===== config.mk =====
export PLATFORM = sky130hd
export DESIGN_NAME = comma_word_aligner
export DESIGN_NICKNAME = d
export VERILOG_FILES = /design/src/rtl/cwa_pkg.sv /design/src/rtl/cwa_comma_detect.sv /design/src/rtl/cwa_framer.sv /design/src/rtl/cwa_tx_ser.sv /design/src/rtl/cwa_out_stage.sv /design/src/rtl/comma_word_aligner.sv
export SDC_FILE = /design/constraint.sdc
export NUM_CORES = 1
export LEC_CHECK = 0
export BUFFER_PORTS_ARGS = -buffer_cell sky130_fd_sc_hd__buf_2
export CAP_MARGIN = 20
export CELL_PAD_IN_SITES_DETAIL_PLACEMENT = 0
export CELL_PAD_IN_SITES_GLOBAL_PLACEMENT = 1
export CORE_MARGIN = 2
export CORE_UTILIZATION = 50
export CTS_BUF_LIST = sky130_fd_sc_hd__clkbuf_8
export DETAILED_ROUTE_END_ITERATION = 8
export GPL_ROUTABILITY_DRIVEN = 0
export GPL_TIMING_DRIVEN = 0
export PLACE_DENSITY = 0.84
export SYNTH_ARGS = -nofsm -noshare
export SYNTH_HDL_FRONTEND = slang
export SYNTH_SLANG_ARGS = --single-unit

===== constraint.sdc =====
create_clock -name clk -period 4.05 [get_ports clk]
set_input_delay 0.2025 -clock clk [delete_from_list [all_inputs] [get_ports clk]]
set_output_delay 0.2025 -clock clk [all_outputs]
set_load 0.005 [all_outputs]

===== src/rtl/cwa_pkg.sv =====
package cwa_pkg;

  typedef enum logic {
    SRC_SERIAL = 1'b0,
    SRC_LOOP   = 1'b1
  } src_sel_e;

  // Modulo step of a position counter that wraps after 'last'.
  function automatic int unsigned wrap_step(input int unsigned v, input int unsigned last);
    return (v >= last) ? 0 : v + 1;
  endfunction

  // Position the framer resumes at after a comma ends on the incoming bit.
  function automatic int unsigned resume_pos(input int unsigned comma_len);
    return comma_len;
  endfunction

endpackage


===== src/rtl/cwa_comma_detect.sv =====
module cwa_comma_detect #(
  parameter int                 COMMA_W   = 7,
  parameter logic [COMMA_W-1:0] COMMA_PAT = 7'b1111100
) (
  input  logic [COMMA_W-1:0] win,
  output logic               hit
);
  logic [1:0] pol_hit;

  // One comparator per comma polarity.
  for (genvar p = 0; p < 2; p++) begin : g_pol
    localparam logic [COMMA_W-1:0] REF = (p == 0) ? COMMA_PAT : ~COMMA_PAT;
    assign pol_hit[p] = (win == REF);
  end

  assign hit = |pol_hit;
endmodule


===== src/rtl/cwa_framer.sv =====
module cwa_framer #(
  parameter int                 WORD_W    = 10,
  parameter int                 COMMA_W   = 7,
  parameter logic [COMMA_W-1:0] COMMA_PAT = 7'b1111100
) (
  input  logic              clk,
  input  logic              rst_n,
  input  logic              rx_bit,
  input  logic              align_en,
  output logic              emit,
  output logic [WORD_W-1:0] word_now,
  output logic              flag_now,
  output logic              realign
);
  import cwa_pkg::*;

  localparam int POS_W = $clog2(WORD_W);
  localparam logic [POS_W-1:0] POS_LAST   = POS_W'(WORD_W - 1);
  localparam logic [POS_W-1:0] POS_RESUME = POS_W'(resume_pos(COMMA_W));

  logic [WORD_W-2:0] hist;   // earlier bits of the word, oldest at bit 0
  logic [POS_W-1:0]  pos;    // word index the incoming bit lands on
  logic              pend;   // current word began with an aligned comma
  logic              hit;

  // Incoming bit sits on top of the history: a complete word on the last index.
  assign word_now = {rx_bit, hist};

  cwa_comma_detect #(
    .COMMA_W  (COMMA_W),
    .COMMA_PAT(COMMA_PAT)
  ) u_det (
    .win(word_now[WORD_W-1 -: COMMA_W]),
    .hit(hit)
  );

  assign realign  = align_en & hit;
  assign emit     = (pos == POS_LAST) & ~realign;
  assign flag_now = pend;

  always_ff @(posedge clk or negedge rst_n) begin
    if (!rst_n) begin
      hist <= '0;
      pos  <= '0;
      pend <= 1'b0;
    end else begin
      hist <= word_now[WORD_W-1:1];
      if (realign) begin
        pos  <= POS_RESUME;
        pend <= 1'b1;
      end else begin
        pos <= POS_W'(wrap_step(int'(pos), WORD_W - 1));
        if (emit) pend <= 1'b0;
      end
    end
  end
endmodule


===== src/rtl/cwa_tx_ser.sv =====
module cwa_tx_ser #(
  parameter int WORD_W = 10
) (
  input  logic              clk,
  input  logic              rst_n,
  input  logic              loop_en,
  input  logic [WORD_W-1:0] tx_word,
  output logic              tx_load,
  output logic              tx_serial
);
  import cwa_pkg::*;

  localparam int CNT_W = $clog2(WORD_W);

  logic [CNT_W-1:0]  cnt;
  logic [WORD_W-1:0] shreg;

  assign tx_load = (cnt == '0);

  always_ff @(posedge clk or negedge rst_n) begin
    if (!rst_n) begin
      cnt   <= '0;
      shreg <= '1;
    end else begin
      cnt <= CNT_W'(wrap_step(int'(cnt), WORD_W - 1));
      if (tx_load) shreg <= tx_word;
      else         shreg <= {1'b1, shreg[WORD_W-1:1]};
    end
  end

  assign tx_serial = loop_en | shreg[0];
endmodule


===== src/rtl/cwa_out_stage.sv =====
module cwa_out_stage #(
  parameter int WORD_W = 10
) (
  input  logic              clk,
  input  logic              rst_n,
  input  logic              loop_en,
  input  logic              rx_emit,
  input  logic [WORD_W-1:0] rx_word_in,
  input  logic              rx_flag,
  input  logic              tx_load,
  input  logic [WORD_W-1:0] tx_word,
  output logic [WORD_W-1:0] rx_word,
  output logic              rx_comma,
  output logic              word_stb,
  output logic              phase_a,
  output logic              phase_b
);
  import cwa_pkg::*;

  src_sel_e          src;
  logic              sel_stb;
  logic              sel_flag;
  logic [WORD_W-1:0] sel_word;
  logic              tog;

  assign src = loop_en ? SRC_LOOP : SRC_SERIAL;

  always_comb begin
    case (src)
      SRC_LOOP: begin
        sel_stb  = tx_load;
        sel_word = tx_word;
        sel_flag = 1'b0;
      end
      default: begin
        sel_stb  = rx_emit;
        sel_word = rx_word_in;
        sel_flag = rx_flag;
      end
    endcase
  end

  always_ff @(posedge clk or negedge rst_n) begin
    if (!rst_n) begin
      rx_word  <= '0;
      rx_comma <= 1'b0;
      word_stb <= 1'b0;
      phase_a  <= 1'b0;
      phase_b  <= 1'b0;
      tog      <= 1'b0;
    end else begin
      word_stb <= sel_stb;
      rx_comma <= sel_stb & sel_flag;
      phase_a  <= sel_stb & ~tog;
      phase_b  <= sel_stb & tog;
      if (sel_stb) begin
        rx_word <= sel_word;
        tog     <= ~tog;
      end
    end
  end
endmodule


===== src/rtl/comma_word_aligner.sv =====
module comma_word_aligner #(
  parameter int                 WORD_W    = 10,
  parameter int                 COMMA_W   = 7,
  parameter logic [COMMA_W-1:0] COMMA_PAT = 7'b1111100
) (
  input  logic              clk,
  input  logic              rst_n,
  input  logic              rx_bit,
  input  logic              align_en,
  input  logic              loop_en,
  input  logic [WORD_W-1:0] tx_word,
  output logic              tx_serial,
  output logic [WORD_W-1:0] rx_word,
  output logic              rx_comma,
  output logic              word_stb,
  output logic              phase_a,
  output logic              phase_b
);
  // Named internal events, visible to the bound checker.
  logic              rx_emit;
  logic [WORD_W-1:0] rx_word_now;
  logic              rx_flag;
  logic              realign_evt;
  logic              tx_load;

  cwa_framer #(
    .WORD_W   (WORD_W),
    .COMMA_W  (COMMA_W),
    .COMMA_PAT(COMMA_PAT)
  ) u_framer (
    .clk     (clk),
    .rst_n   (rst_n),
    .rx_bit  (rx_bit),
    .align_en(align_en),
    .emit    (rx_emit),
    .word_now(rx_word_now),
    .flag_now(rx_flag),
    .realign (realign_evt)
  );

  cwa_tx_ser #(.WORD_W(WORD_W)) u_tx (
    .clk      (clk),
    .rst_n    (rst_n),
    .loop_en  (loop_en),
    .tx_word  (tx_word),
    .tx_load  (tx_load),
    .tx_serial(tx_serial)
  );

  cwa_out_stage #(.WORD_W(WORD_W)) u_out (
    .clk       (clk),
    .rst_n     (rst_n),
    .loop_en   (loop_en),
    .rx_emit   (rx_emit),
    .rx_word_in(rx_word_now),
    .rx_flag   (rx_flag),
    .tx_load   (tx_load),
    .tx_word   (tx_word),
    .rx_word   (rx_word),
    .rx_comma  (rx_comma),
    .word_stb  (word_stb),
    .phase_a   (phase_a),
    .phase_b   (phase_b)
  );
endmodule


==> flow_summary.json <==
{
  "grt.total_usage_pct": 17.6,
  "p_per_area_nw_per_um2": 518,
  "power.total_mw": 1.07,
  "synth_commonest_cells": "33 x dfrtp_1, 11 x or2_2, 10 x dfstp_2, 10 x o221a_1, 8 x mux2_1",
  "fp.dieArea_um2": 4020,
  "path_clk_slew_ns": 0.08,
  "rsz0062_at_grt": "false",
  "critPathSlowestCell": "clkbuf_1",
  "reg2regPathDepth": 5,
  "cap_violations": 0,
  "relSlewSlack_pct": 40.1,
  "vias": 1098,
  "postRouteAntennaNets": 0,
  "crit_path_start_kind": "flip-flop",
  "fillers": 298,
  "synthTopCellsByArea": "dfrtp_1 47%, dfstp_2 15%, o221a_1 6.4%, mux2_1 5.1%, ha_1 4.3%",
  "cts_root_buf": "clkbuf_8",
  "synth-edff-count": 0,
  "synthCells": 126,
  "die_h_um": 63.4,
  "antenna_cells": 0,
  "ys_seq_area_share_pct": 61.7,
  "yosys.cell_count.top_type": "dfrtp_1",
  "netlist.area_leader.share_pct": 46.8,
  "cts_buffers": 5,
  "grt_pass1_wl_um": 5360,
  "hpwl_um": 2210,
  "finalSetupViolations": 0,
  "nNetsFinal": 183,
  "viasPerCell": 5.25,
  "antenna_found_initial": 0,
  "cts_tree": "done",
  "dpl-instance-area_um2": 1970,
  "grt_max_degree": 44,
  "skew_ns": 0.00511,
  "fmax_mhz": 513,
  "crit_chain": "inv_1 > ha_1 > nor3b_1 > clkbuf_1 > mux2_2",
  "wirelength_um": 3040,
  "yosys.area.top_type": "dfrtp_1",
  "syn_to_final_growth_pct": 16.5,
  "path_depth": 5,
  "max-vdd-ir-drop_mv": 0.252,
  "status": "finished clean",
  "clockBufferDepth": 2,
  "cts_resized": 0,
  "critPathMaxStageDelay_ns": 0.50,
  "finalWorstSetupSlack_ns": 2.10,
  "clk_latency_ns": 0.29,
  "multi_input_area_um2": 623,
  "ys_async_sr_fraction_pct": 100,
  "arrival_ns": 2.17,
  "htreeDepth": 2,
  "ys_ff_latch": 43,
  "wire_per_inst_um": 14.5,
  "core_um2": 3360,
  "fin_area_um2": 2060,
  "hold_viol_final": 0,
  "hold_path_class": "in2async",
  "drv_slew": 0,
  "final.period_utilization_pct": 48.2,
  "initial_core_util_pct": 52.5,
  "utilization_pct": 61.1,
  "grt_pass1_vias": 1135,
  "regArea_um2": 1090,
  "cp.required_ns": 4.27,
  "synthFlopType": "dfrtp_1",
  "synth_cell_types": 32,
  "drtIter0Drc": 38,
  "numPortBuffers": 29,
  "cts_setup_buffers": 0,
  "endpoint_kind": "flip-flop",
  "avgSynthCellArea_um2": 14.0,
  "syn_area_um2": 1760,
  "core.rowCount": 21,
  "drive_gt1_share_pct": 39.3,
  "ys_warn_count": 0,
  "drc": 0,
  "tightest_slew_ns": 0.898,
  "die_w_um": 63.4,
  "dp_slack_ns": 2.12,
  "cpLargestDelayFamily": "buffers and inverters",
  "ctsHoldBuffers": 0,
  "ios": 30,
  "critPathBufInv": 2,
  "period_minus_slack_ns": 1.95,
  "drtPass1Iterations": 4,
  "overflow": 0,
  "cts.sinks": 43,
  "tns_ns": 0,
  "p_leak_nw": 0.896,
  "criticalPathCategory": "reg2reg",
  "crit_fanout": 10,
  "syn_nets": 147
}
-- layout by cell type, fill, tap and decap left out, types with 3 or more instances in the layout --
cell type / Yosys / routed
mux2_1: 8 / 8
a21oi_1: 5 / 5
nand2b_1: 3 / 3
buf_2: 0 / 29
a21o_1: 3 / 3
dfstp_2: 10 / 10
nand2_1: 5 / 5
dfrtp_1: 33 / 33
inv_1: 6 / 6
ha_1: 6 / 6
clkbuf_8: 0 / 5
or2_2: 11 / 11
o221a_1: 10 / 10
-- worst paths after layout --
| path | slack [ns] | to | start |
|---|---|---|---|
| max in group asynchronous | 3.46 | u_framer.hist[7] | rst_n |
| max reg2reg | 2.10 | u_tx.shreg[3] | u_tx.cnt[0] |
| min | 0.03 | u_framer.pos[3] | rst_n |
| min reg2reg | 0.39 | u_framer.hist[1] | u_framer.hist[2] |
| max | 2.10 | u_tx.shreg[3] | u_tx.cnt[0] |
| min in group clk | 0.06 | u_framer.hist[8] | rx_bit |
-- cells by family after synthesis --
logic type | Yosys count | share of synthesized area (%)
flops | 43 | 61.7
fa+ha+maj | 6 | 4.26
buf+inv | 10 | 2.98
mux | 9 | 5.74
compound gates | 24 | 12.0
simple gates | 33 | 12.8
xor+xnor | 1 | 0.497
-- where the power goes --
part	total, mW	switching (mW)	internal, mW
Sequential	0.580	0.0620	0.518
Clock	0.263	0.143	0.120
Combinational	0.223	0.0933	0.130
Total	1.07	0.299	0.767
-- flip-flops by register name, indices dropped and copies added (netlist names), 4 cells and up --
signal,cells
u_tx.cnt,4
u_out.rx_word,10
u_framer.hist,9
u_tx.shreg,10
u_framer.pos,4
-- area by class of cell --
class | count | share of cell area [%]
timing repair buffer | 29 | 7.06
clock inverter | 3 | 0.974
clock buffer | 5 | 3.35
tap | 46 | 2.80
inverter | 6 | 1.10
sequential | 43 | 53.0
multi-input combinational | 73 | 30.3
buffer | 4 | 1.46
-- per-stage QoR --
step                cells  hold slack, ns
floorplan             126         -0.0931
global placement      201           0.356
detailed placement    201           0.366
CTS                   209          0.0507
global route          209          0.0439
finish                209          0.0328
-- routing by layer --
layer / GRT usage (%) / vias to the layer above / routed length [um]
met2: 26.8 / 27 / 1410
li1: - / 530 / -
met1: 23.7 / 538 / 1420
met3: 6.07 / 3 / 184
met5: 0 / - / 0
met4: 5.71 / 0 / 29
(Power assumes the default switching activity.)
